File: src/rtl/mmfc_pkg.sv
package mmfc_pkg;
  localparam int OPC_W  = 6;
  localparam int RN_W   = 5;
  localparam int FLG_W  = 6;
  localparam int STAT_W = OPC_W + RN_W + FLG_W;
  localparam int PTE_SH = 3;

  function automatic logic [STAT_W-1:0] pack_stat(
    input logic [OPC_W-1:0] opc,
    input logic [RN_W-1:0]  rn,
    input logic [FLG_W-1:0] flg);
    return {opc, rn, flg};
  endfunction
endpackage

File: src/rtl/mmfc_fmt.sv
module mmfc_fmt
  import mmfc_pkg::*;
#(
  parameter int VPN_W = 30,
  parameter int PTB_W = 64
) (
  input  logic [VPN_W-1:0]  vpn,
  input  logic [OPC_W-1:0]  opc,
  input  logic [RN_W-1:0]   rn,
  input  logic [FLG_W-1:0]  flg,
  input  logic [PTB_W-1:0]  ptb,
  output logic [STAT_W-1:0] stat,
  output logic [PTB_W-1:0]  form
);
  localparam int PAD_W = PTB_W - VPN_W - PTE_SH;

  logic [PTB_W-1:0] vpn_sh;

  always_comb begin
    vpn_sh = {{PAD_W{1'b0}}, vpn, {PTE_SH{1'b0}}};
    form   = ptb | vpn_sh;
    stat   = pack_stat(opc, rn, flg);
  end
endmodule

File: src/rtl/mmfc_lock.sv
module mmfc_lock (
  input  logic clk,
  input  logic rst_n,
  input  logic stb,
  input  logic spec,
  input  logic rd,
  output logic cap,
  output logic lock
);
  logic lock_d, lock_q;

  always_comb begin
    cap    = stb & ~spec & ~lock_q;
    lock_d = lock_q;
    if (cap)     lock_d = 1'b1;
    else if (rd) lock_d = 1'b0;
  end

  always_ff @(posedge clk or negedge rst_n) begin
    if (!rst_n) lock_q <= 1'b0;
    else        lock_q <= lock_d;
  end

  assign lock = lock_q;
endmodule

File: src/rtl/mmfc_reg.sv
module mmfc_reg #(
  parameter int W = 8
) (
  input  logic         clk,
  input  logic         rst_n,
  input  logic         en,
  input  logic [W-1:0] d,
  output logic [W-1:0] q
);
  logic [W-1:0] nxt, cur;

  always_comb nxt = en ? d : cur;

  always_ff @(posedge clk or negedge rst_n) begin
    if (!rst_n) cur <= '0;
    else        cur <= nxt;
  end

  assign q = cur;
endmodule

File: src/rtl/mmfc_top.sv
module mmfc_top
  import mmfc_pkg::*;
#(
  parameter int VA_W       = 43,
  parameter int PAGE_SHIFT = 13,
  parameter int PTB_W      = 64
) (
  input  logic              clk,
  input  logic              rst_n,
  input  logic              flt_stb,
  input  logic              flt_spec,
  input  logic [VA_W-1:0]   flt_va,
  input  logic [OPC_W-1:0]  flt_opc,
  input  logic [RN_W-1:0]   flt_rn,
  input  logic [FLG_W-1:0]  flt_flg,
  input  logic [PTB_W-1:0]  ptb_base,
  input  logic              va_rd,
  output logic [VA_W-1:0]   va_o,
  output logic [STAT_W-1:0] stat_o,
  output logic [PTB_W-1:0]  form_o,
  output logic              lock_o
);
  localparam int VPN_W = VA_W - PAGE_SHIFT;

  logic              cap;
  logic [STAT_W-1:0] stat_n;
  logic [PTB_W-1:0]  form_n;

  mmfc_lock u_lock (
    .clk (clk), .rst_n(rst_n), .stb(flt_stb), .spec(flt_spec),
    .rd  (va_rd), .cap(cap), .lock(lock_o)
  );

  mmfc_fmt #(.VPN_W(VPN_W), .PTB_W(PTB_W)) u_fmt (
    .vpn (flt_va[VA_W-1:PAGE_SHIFT]), .opc(flt_opc), .rn(flt_rn),
    .flg (flt_flg), .ptb(ptb_base), .stat(stat_n), .form(form_n)
  );

  mmfc_reg #(.W(VA_W)) u_va (
    .clk(clk), .rst_n(rst_n), .en(cap), .d(flt_va), .q(va_o)
  );

  mmfc_reg #(.W(STAT_W)) u_stat (
    .clk(clk), .rst_n(rst_n), .en(cap), .d(stat_n), .q(stat_o)
  );

  mmfc_reg #(.W(PTB_W)) u_form (
    .clk(clk), .rst_n(rst_n), .en(cap), .d(form_n), .q(form_o)
  );
endmodule

File: config.mk
export PLATFORM = sky130hd
export DESIGN_NAME = mmfc_top
export DESIGN_NICKNAME = d
export VERILOG_FILES = /design/src/rtl/mmfc_pkg.sv /design/src/rtl/mmfc_fmt.sv /design/src/rtl/mmfc_lock.sv /design/src/rtl/mmfc_reg.sv /design/src/rtl/mmfc_top.sv
export SDC_FILE = /design/constraint.sdc
export NUM_CORES = 1
export LEC_CHECK = 0
export CAP_MARGIN = 20
export CORE_MARGIN = 2
export CORE_UTILIZATION = 27
export DETAILED_ROUTE_END_ITERATION = 6
export SLEW_MARGIN = 20
export SYNTH_ARGS = -nofsm -noshare
export SYNTH_HDL_FRONTEND = slang
export SYNTH_HIERARCHICAL = 1
export SYNTH_SLANG_ARGS = --single-unit
File: constraint.sdc
create_clock -name clk -period 1.65 [get_ports clk]
set_clock_uncertainty 0.15 [all_clocks]
set_input_delay 0.33 -clock clk [delete_from_list [all_inputs] [get_ports clk]]
set_output_delay 0.33 -clock clk [all_outputs]
set_load 0.02 [all_outputs]
# Yosys cells after proc, flatten, opt, wreduce, memory -nomap -nowiden
# Cells that the tools add are included.
[totals]
regBits = 125
inputBits = 129
output_inout_bits = 125
elab_cells = 12
[classes]
muxes = 2
n_bitwise = 5
n_reduce_logical = 1
[ops]
columns = ["operator", "count"]
rows = [
  ["64-bit by 33-bit OR with 64-bit output", 1],
  ["1-bit AND", 2],
  ["1-bit two-way mux", 2],
  ["1-bit NOT", 2],
  ["2-bit nonzero test", 1],
]

# Logic depth before layout (Yosys ltp)
# Gate-level depths: netlist of run 1.
[depth]
ltp_word = 4
mapped_depth = 4
ltp_nobuf = 2

# By module
# The synthesis of run 1 kept the hierarchy.
[by_module_without_submodules]
columns = ["mod", "instances", "cells_each", "area_per_inst_um2", "seq_area_each_um2"]
rows = [
  ["mmfc_reg (u_form)", 1, 135, 2678.8, 1601.5],
  ["mmfc_reg (u_va)", 1, 91, 1801.7, 1076.0],
  ["mmfc_reg (u_stat)", 1, 36, 685.7, 425.4],
  ["mmfc_fmt", 1, 81, 570.5, 0.0],
  ["mmfc_lock", 1, 4, 48.8, 25.0],
]

# Worst setup path before layout of run 1
# Ideal clock, no wire load.
[synth_path]
kind = "register to register"
startpoint = "reg u_lock.lock_q, in the netlist u_lock/lock"
endpoint = "reg u_form.cur[10], in the netlist u_form/q[10]"
setup_ns = 0.125
arrival_time_ns = 1.467
t_required_ns = 1.375
setup_slack_ns = -0.092
stages_incl_launch_ff = 5
path_buffers = 2
synth_period_minus_slack_ns = 1.742
path_cell_list = "dfrtp_1 > nor3b_2 > buf_6 > buf_12 > mux2_4"
[synth_via]
elab_chain_cells = 2
[synth_rtl]
columns = ["item", "line", "rtl"]
rows = [
  ["from (decl)", "mmfc_lock.sv:10", "logic lock_d, lock_q;"],
  ["from (signal assigned)", "mmfc_lock.sv:21", "else lock_q <= lock_d;"],
  ["1-bit NOT", "mmfc_lock.sv:13", "cap = stb & ~spec & ~lock_q;"],
  ["1-bit AND", "mmfc_lock.sv:13", ""],
  ["net cap", "mmfc_top.sv:25", "logic cap;"],
  ["to (signal assigned)", "mmfc_reg.sv:16", "else cur <= nxt;"],
  ["to (decl)", "mmfc_reg.sv:10", "logic [W-1:0] nxt, cur;"],
]
# The timed path passes the listed nets, and every way through them passes these cells.
# A chain may end at the register's enable or synchronous reset.

# Final worst setup path of run 1
[layout_path]
startpoint = "reg u_lock.lock_q, in the netlist u_lock/lock"
endpoint = "reg u_stat.cur[16], in the netlist u_stat/q[16]"
[layout_via]
elab_chain_cells = 2
[layout_rtl]
columns = ["item", "line"]
rows = [
  ["1-bit NOT", "mmfc_lock.sv:13"],
  ["1-bit AND", "mmfc_lock.sv:13"],
  ["net cap", "mmfc_top.sv:25"],
  ["to (signal assigned)", "mmfc_reg.sv:16"],
  ["to (decl)", "mmfc_reg.sv:10"],
]
# The timed path passes the listed nets, and every way through them passes these cells.

==> results of run 1 <==
metrics by stage:
step	cells	worst slack, ns	total power [mW]	util [%]	setup TNS (ns)
CTS	874	-0.0952	11.9	42.4	-2.20
detailed placement	840	-0.424	8.02	39.6	-47.77
floorplan	347	-0.0391	6.14	-	-2.35
global route	874	-0.102	12.3	42.6	-6.99
finish	874	-0.0447	11.7	42.6	-0.718
global placement	840	-0.398	7.98	39.6	-45.89
sequential cells by signal (all words and copies together), names as in the netlist:
register,count
u_stat/q,17
u_form/q,64
u_lock/lock,1
u_va/q,43
logic make-up (layout without fill, tap and decap cells):
kind of cell           after synthesis  after routing
DFF                                125            125
and+or+nand+nor                     31             31
buffers and inverters               66            318
AOI/OAI and AO/OA                    1              1
muxes                              124            124
placed cells by master (no fill, tap or decap), drive strengths merged:
master         Yosys  routed
clkdlybuf4s15      0      41
clkbuf             0      21
dlygate4sd2        0      82
clkinvlp           0       3
a21o               1       1
clkdlybuf4s50      0     127
dlygate4sd3        0       1
buf               65      32
or2               30      30
bufinv             0       5
nor3b              1       1
mux2             124     124
inv                1       2
clkinv             0       4
dfrtp            125     125
final timing paths:
path                                               from  depth (start not counted)                       end
worst max-delay path            u_lock/lock$_DFFE_PN0P_                          4  u_stat/q[16]$_DFFE_PN0P_
worst min-delay path                              rst_n                          2  u_stat/q[14]$_DFFE_PN0P_
worst max register to register  u_lock/lock$_DFFE_PN0P_                          4  u_stat/q[16]$_DFFE_PN0P_
worst min register to register   u_va/q[19]$_DFFE_PN0P_                          1    u_va/q[19]$_DFFE_PN0P_
max in group asynchronous                         rst_n                          3    u_va/q[13]$_DFFE_PN0P_
min in group clk                 u_va/q[19]$_DFFE_PN0P_                          1    u_va/q[19]$_DFFE_PN0P_
power by group:
part	switching, mW	leakage [nW]	internal (mW)
clock	1.40	0.316	2.77
sequential	0.377	1.43	3.72
combinational	1.57	2.25	1.88
total	3.35	3.99	8.37
what timing repair did:
action | in CTS | in global routing
gates cloned | 1 | 0
hold endpoints to repair | 21 | 0
gates resized for setup | 140 | 45
setup endpoints to repair | 236 | 163
setup buffers | 0 | 0
hold buffers | 1 | 0
metal layers:
metal | GRT usage (%) | vias to the layer above
met3 | 4.91 | 12
met1 | 14.7 | 1723
met2 | 20.6 | 165
li1 | - | 1600
met4 | 4.20 | 0
met5 | 0 | -
layout make-up:
type / count / area share, %
repair buffers: 285 / 31.0
inverters: 1 / 0.0419
clock inverters: 13 / 2.37
well taps: 275 / 3.84
clock buffers: 19 / 5.06
multi-input cells: 156 / 22.8
flip-flops and latches: 125 / 34.9
==> impl_metrics.yaml, run 1 <==
outcome:
  status: "complete, but fails checks"
  violations: "negative setup slack"
logic_synthesis:
  synth_flop_cell: "dfrtp_1"
  synth_mux_area_share_pct: 31.3
  synth_seq_cells: 125
  yosys_warnings: 6
  yosys.area.top_type: "dfrtp_1"
  synth-compound-area-share_pct: 0.130
  syn_inst: 347
  synth.most_common_cell: "dfrtp_1"
  synth_seq_area_share_pct: 54.1
  ys_top_cells_by_area: "dfrtp_1 54%, mux2_4 29%, buf_4 6.6%"
  yosys.area_share.adder_pct: 0
  synth_commonest_cells: "125 x dfrtp_1, 110 x mux2_4, 51 x buf_4"
  ys_types: 10
  synth_top_area_share_pct: 54.1
  synth_top_family_by_area: "multiplexers"
  synthXorXnorAreaFrac_pct: 0
  syn_area_per_cell_um2: 16.7
  synth_simple_gate_area_share_pct: 3.46
  synth_nets: 476
  synth_area_mm2: 0.00579
  synth_edf_count: 0
  synthArstFlopShare_pct: 100
clock_tree:
  h-tree-depth: 4
  cts_tree: "yes"
  cts_sinks: 125
  cts_buffers: 17
  clk_pin_slew_ns: 0.06
  cts_buffer_depth: 2
  clk_latency_ns: 0.40
  cts-root-buf: "clkbuf_16"
die:
  die_area_mm2: 0.0226
  num_rows: 53
  ios: 254
  die_w_um: 150
  initial_core_util_pct: 27.5
  die_h_um: 150
  design.core.area_mm2: 0.0210
cells_and_area:
  multi_input_area_mm2: 0.00204
  seqCellArea_mm2: 0.00313
  syn_to_final_growth_pct: 54.8
  drive_above_1_share_pct: 32.2
  diodes: 0
  fin_area_mm2: 0.00896
  fillers: 1911
  nets: 715
setup_path:
  critPathKind: "register to register"
  path_cells: "nor3b_4 > buf_8 > buf_4 > mux2_2"
  cpMaxStageDelayCell: "dfrtp_2"
  cp_top_family: "flip-flops"
  worstSetupEndpointType: "register"
  required_ns: 1.79
  start_kind: "register"
  slowest_delay_ns: 0.42
  worst-path-buf-inv: 2
  path_max_fanout: 10
  reg2reg_slack_ns: -0.04
  crit_arrival_ns: 1.84
timing:
  drv_slew: 0
  clock.fmax_mhz: 590
  worst_pin_slew_ns: 0.454
  hold_slack_ns: 0.276
  hold_viol: 0
  fin_ws_ns: -0.0447
  max_slew_margin_pct: 69.7
  fin_crit_sh_pct: 103
  rsz0062_at_grt: "yes"
  fin_crit_ns: 1.69
  setup_viol: 48
routing:
  dr.pass1.iters: 3
  ant_nets: 0
  top_layer: "met4"
  vias_per_cell: 4.00
  num_vias: 3500
  drt-wirelength-per-cell_um: 16.0
  drt_iter0_markers: 101
  wl_um: 14000
  wl_met3_um: 1320
  wl_met2_um: 6640
  drc_errors: 0
  drt-met1-wl_um: 5800
global_routing:
  grt_max_degree: 33
  track_usage_pct: 12.4
  antenna_found_initial: 0
  grt.overflow.total: 0
  grt_pass1_wl_um: 21500
  grt_pass1_vias: 4021
placement:
  dpl_cell_area_mm2: 0.00832
  io_buffers: 253
  hpwl_um: 10400
  place.gp.congestion: 0.780
pwr:
  ir_drop_v: 0.000566
  p_leak_nw: 3.99
  power_per_cell_area_mw_per_mm2: 1310
min_path:
  worstHoldPathType: "primary input to asynchronous set/reset pin"
run:
  maxCapViolCount: 0
Power figures use the tool's default switching activity.
==> run 2: changes to the inputs <==
Settings changed: SKIP_CTS_REPAIR_TIMING set to 1.
==> impl_metrics.yaml, run 2 (synthesized netlist as in run 1, its figures left out) <==
cells_and_area:
  largest_reg_flops: 64
  drive_above_1_share_pct: 31.9
  layout_common_cells: "127 x clkdlybuf4s50_1, 124 x dlymetal6s2s_1, 124 x dfrtp_1"
  layout_commonest_cell: "clkdlybuf4s50_1"
  nets: 715
  syn_to_final_growth_pct: 61.9
  final_util_pct: 44.6
  diodes: 0
  fin_cells: 874
  fin_area_mm2: 0.00937
clock_tree:
  clk_latency_ns: 0.40
  cts-root-buf: "clkbuf_16"
  clk_pin_slew_ns: 0.06
  cts_tree: "yes"
  h-tree-depth: 4
  cts_sinks: 125
  cts_buffers: 17
  cts_buffer_depth: 2
pwr:
  ir_drop_v: 0.000570
  intPower_mw: 8.66
  p_sw_share_pct: 27.9
  comb_power_share_pct: 31.2
  power_per_cell_area_mw_per_mm2: 1280
  pwr-share-clk_pct: 34.8
  p_leak_nw: 4.92
  finalPower_mw: 12.0
  seqPwrFrac_pct: 34.1
  power.net_switching_mw: 3.35
global_routing:
  top_usage_layer: "met2"
  grt_pass1_vias: 3980
  antenna_found_initial: 0
  grt_util_met2_pct: 20.0
  grt_max_degree: 33
  track_usage_pct: 12.2
  grt.overflow.total: 0
  use_met1_pct: 14.5
  met3_usage_pct: 4.94
  grt_pass1_wl_um: 21200
routing:
  num_vias: 3521
  drc_errors: 0
  drt-wirelength-per-cell_um: 16.3
  ant_nets: 0
  dr.pass1.iters: 4
  drt_iter0_markers: 83
  wl_um: 14300
  vias_per_cell: 4.03
min_path:
  worstHoldPathType: "primary input to asynchronous set/reset pin"
timing:
  setup-tns-final_ns: -0.973
  fin_ws_ns: -0.0376
  rsz0062_at_grt: "yes"
  fin_crit_sh_pct: 102
  fin_crit_ns: 1.69
  hold_viol: 0
  drv_slew: 0
  worst_pin_slew_ns: 0.451
  setup_viol: 44
  clock.fmax_mhz: 593
  hold_slack_ns: 0.274
  max_slew_margin_pct: 69.9
setup_path:
  cp-endpoint: "u_stat/q[16]$_DFFE_PN0P_"
  path_max_fanout: 10
  timing.critical_path.from: "u_lock/lock$_DFFE_PN0P_"
  crit_arrival_ns: 1.83
  reg2reg_slack_ns: -0.04
  required_ns: 1.79
  r2r_start: "u_lock/lock$_DFFE_PN0P_"
  r2r-end: "u_stat/q[16]$_DFFE_PN0P_"
  worstSetupEndpointType: "register"
  critPathKind: "register to register"
  worstRegToRegCells: 4
  start_kind: "register"
placement:
  dp.cells: 840
  dpl_cell_area_mm2: 0.00832
  preCtsSetupSlack_ns: -0.424
  place.gp.congestion: 0.780
  hpwl_um: 10400
  io_buffers: 253
die:
  die_area_mm2: 0.0226
  die_h_um: 150
  num_rows: 53
  die_w_um: 150
  ios: 254
  initial_core_util_pct: 27.5
  design.core.area_mm2: 0.0210
outcome:
  status: "complete, but fails checks"
  violations: "negative setup slack"
run:
  maxCapViolCount: 0
-- run 2: changes by cell type in the layout (fill, tap and decap cells not counted), sizes merged --
cell | before | now
dlymetal6s2s | 0 | 124
dlygate4sd2 | 82 | 0
clkdlybuf4s15 | 41 | 0
buf | 32 | 31
-- run 2: metal layers --
metal,part of all wire (%),wire [um]
met1,42,5940
met2,48,6850
met3,8.9,1270
met4,1.4,202
met5,0,0
-- run 2: worst min-delay path by stage --
stage,cells after the start,to
finish,2,u_stat/q[14]$_DFFE_PN0P_
global route,2,u_stat/q[14]$_DFFE_PN0P_
CTS,1,u_form/q[60]$_DFFE_PN0P_
global placement,1,u_stat/q[16]$_DFFE_PN0P_
detailed placement,1,u_stat/q[14]$_DFFE_PN0P_
floorplan,0,u_form/q[0]$_DFFE_PN0P_
-- run 2: power groups by stage --
stage / Sequential (mW) / Combinational (mW) / Clock [mW]
4_1_cts: 4.13 / 3.87 / 4.32
3_5_place_dp: 4.16 / 3.87 / 0
2_1_floorplan: 4.92 / 1.22 / 0
6_report: 4.09 / 3.75 / 4.17
5_1_grt: 4.18 / 3.93 / 4.49
3_3_place_gp: 4.16 / 3.82 / 0
-- run 2: critical path, cell delays in order (launching register included) --
cell     delay, ns
dfrtp_2       0.42
nor3b_4       0.25
buf_6         0.22
buf_4         0.20
mux2_2        0.34
-- run 2: final cells by class --
| cell class | instances | area [um2] |
|---|---|---|
| Inverter | 1 | 3.75 |
| Clock inverter | 13 | 213 |
| Tap cell | 275 | 344 |
| Fill cell | 1835 | 11700 |
| Timing Repair Buffer | 285 | 3190 |
| Clock buffer | 19 | 453 |
| Multi-Input combinational cell | 156 | 2040 |
| Sequential cell | 125 | 3130 |
==> run 3: changes to the inputs <==
Settings changed: RECOVER_POWER set to 25.
==> impl_metrics.yaml, run 3 (synthesized netlist as in run 1, its figures left out) <==
outcome:
  status: "complete, but fails checks"
  violations: "negative setup slack"
timing:
  fin_ws_ns: -0.0371
  clock.fmax_mhz: 593
  hold_viol: 0
  worst_pin_slew_ns: 0.865
  setup_viol: 41
  hold_slack_ns: 0.350
  setup-tns-final_ns: -0.968
  drv_slew: 0
  max_slew_margin_pct: 42.3
  rsz0062_at_grt: "yes"
  fin_crit_ns: 1.69
  fin_crit_sh_pct: 102
cells_and_area:
  final_util_pct: 44.5
  layout_common_cells: "127 x clkdlybuf4s50_1, 124 x dlymetal6s2s_1, 124 x dfrtp_1"
  layout_commonest_cell: "clkdlybuf4s50_1"
  diodes: 0
  multi_input_area_mm2: 0.00204
  drive_above_1_share_pct: 31.7
  nets: 715
  seqCellArea_mm2: 0.00313
  syn_to_final_growth_pct: 61.5
  largest_reg_flops: 64
  fin_area_mm2: 0.00935
  fillers: 1842
die:
  die_h_um: 150
  die_area_mm2: 0.0226
  design.core.area_mm2: 0.0210
  initial_core_util_pct: 27.5
  ios: 254
  num_rows: 53
  die_w_um: 150
global_routing:
  grt_util_met2_pct: 20.0
  met3_usage_pct: 4.94
  grt_pass1_vias: 3980
  grt.overflow.total: 0
  antenna_found_initial: 0
  track_usage_pct: 12.2
  use_met1_pct: 14.5
  grt_max_degree: 33
  grt_pass1_wl_um: 21200
  top_usage_layer: "met2"
routing:
  drc_errors: 0
  wl_um: 14300
  vias_per_cell: 4.03
  drt_iter0_markers: 77
  dr.pass1.iters: 4
  drt-wirelength-per-cell_um: 16.3
  num_vias: 3520
  ant_nets: 0
clock_tree:
  h-tree-depth: 4
  cts-root-buf: "clkbuf_16"
  cts_buffer_depth: 2
  clk_latency_ns: 0.40
  cts_buffers: 17
  cts_tree: "yes"
  cts_sinks: 125
  clk_pin_slew_ns: 0.06
placement:
  io_buffers: 253
  dpl_cell_area_mm2: 0.00832
  place.gp.congestion: 0.780
  hpwl_um: 10400
pwr:
  ir_drop_v: 0.000568
  finalPower_mw: 12.0
  intPower_mw: 8.65
  pwr-share-clk_pct: 34.8
  p_sw_share_pct: 27.9
  comb_power_share_pct: 31.1
  power_per_cell_area_mw_per_mm2: 1280
  p_leak_nw: 4.91
  seqPwrFrac_pct: 34.1
  power.net_switching_mw: 3.35
setup_path:
  worstSetupEndpointType: "register"
  crit_arrival_ns: 1.83
  required_ns: 1.79
  critPathKind: "register to register"
  path_max_fanout: 10
  start_kind: "register"
min_path:
  worstHoldPathType: "register to register"
run:
  maxCapViolCount: 0
[run 3: cell count changes in the layout (fill, tap and decap cells not counted)]
cell      previous run  this run
buf_12               4         3
buf_4               20        12
clkbuf_2             1         7
clkbuf_1             0         1
buf_8                0         1
clkbuf_4             0         1
[run 3: power by group through the flow]
| stage | Clock (mW) | Sequential, mW | Combinational (mW) |
|---|---|---|---|
| after global placement | 0 | 4.16 | 3.82 |
| after detailed placement | 0 | 4.16 | 3.87 |
| after global routing | 4.49 | 4.18 | 3.92 |
| after CTS | 4.32 | 4.13 | 3.87 |
| after floorplan | 0 | 4.92 | 1.22 |
| final | 4.18 | 4.09 | 3.74 |
[run 3: routing by layer]
layer / vias up / part of all wire (%)
met1: 1740 / 42
met5: - / 0
met3: 12 / 9.0
li1: 1599 / -
met2: 169 / 48
met4: 0 / 1.4
[run 3: stage by stage]
stage / std cells / setup slack (ns)
2_1_floorplan: 347 / -0.0391
3_3_place_gp: 840 / -0.398
3_5_place_dp: 840 / -0.424
4_1_cts: 872 / -0.347
5_1_grt: 874 / -0.104
6_report: 874 / -0.0371
[run 3: path summary, 6_finish.rpt]
kind / start / endpoint / slack [ns] / depth (start not counted)
max: u_lock/lock$_DFFE_PN0P_ / u_stat/q[16]$_DFFE_PN0P_ / -0.04 / 4
min: u_stat/q[13]$_DFFE_PN0P_ / u_stat/q[13]$_DFFE_PN0P_ / 0.35 / 1
max reg2reg: u_lock/lock$_DFFE_PN0P_ / u_stat/q[16]$_DFFE_PN0P_ / -0.04 / 4
min reg2reg: u_stat/q[13]$_DFFE_PN0P_ / u_stat/q[13]$_DFFE_PN0P_ / 0.35 / 1
max in group asynchronous: rst_n / u_form/q[43]$_DFFE_PN0P_ / 0.19 / 3
min in group asynchronous: rst_n / u_stat/q[14]$_DFFE_PN0P_ / 0.43 / 2
[run 3: layout make-up]
type                            instances  area share [%]
Sequential cell                       125            33.5
Tap cell                              275            3.68
Clock buffer                           19            4.85
Inverter                                1          0.0402
Multi-Input combinational cell        156            21.8
Timing Repair Buffer                  285            33.9
Clock inverter                         13            2.28
[run 3: worst max-delay path, stage by stage (launching register included)]
cell     delay (ns)
dfrtp_2        0.42
nor3b_4        0.25
buf_6          0.22
buf_4          0.20
mux2_2         0.34
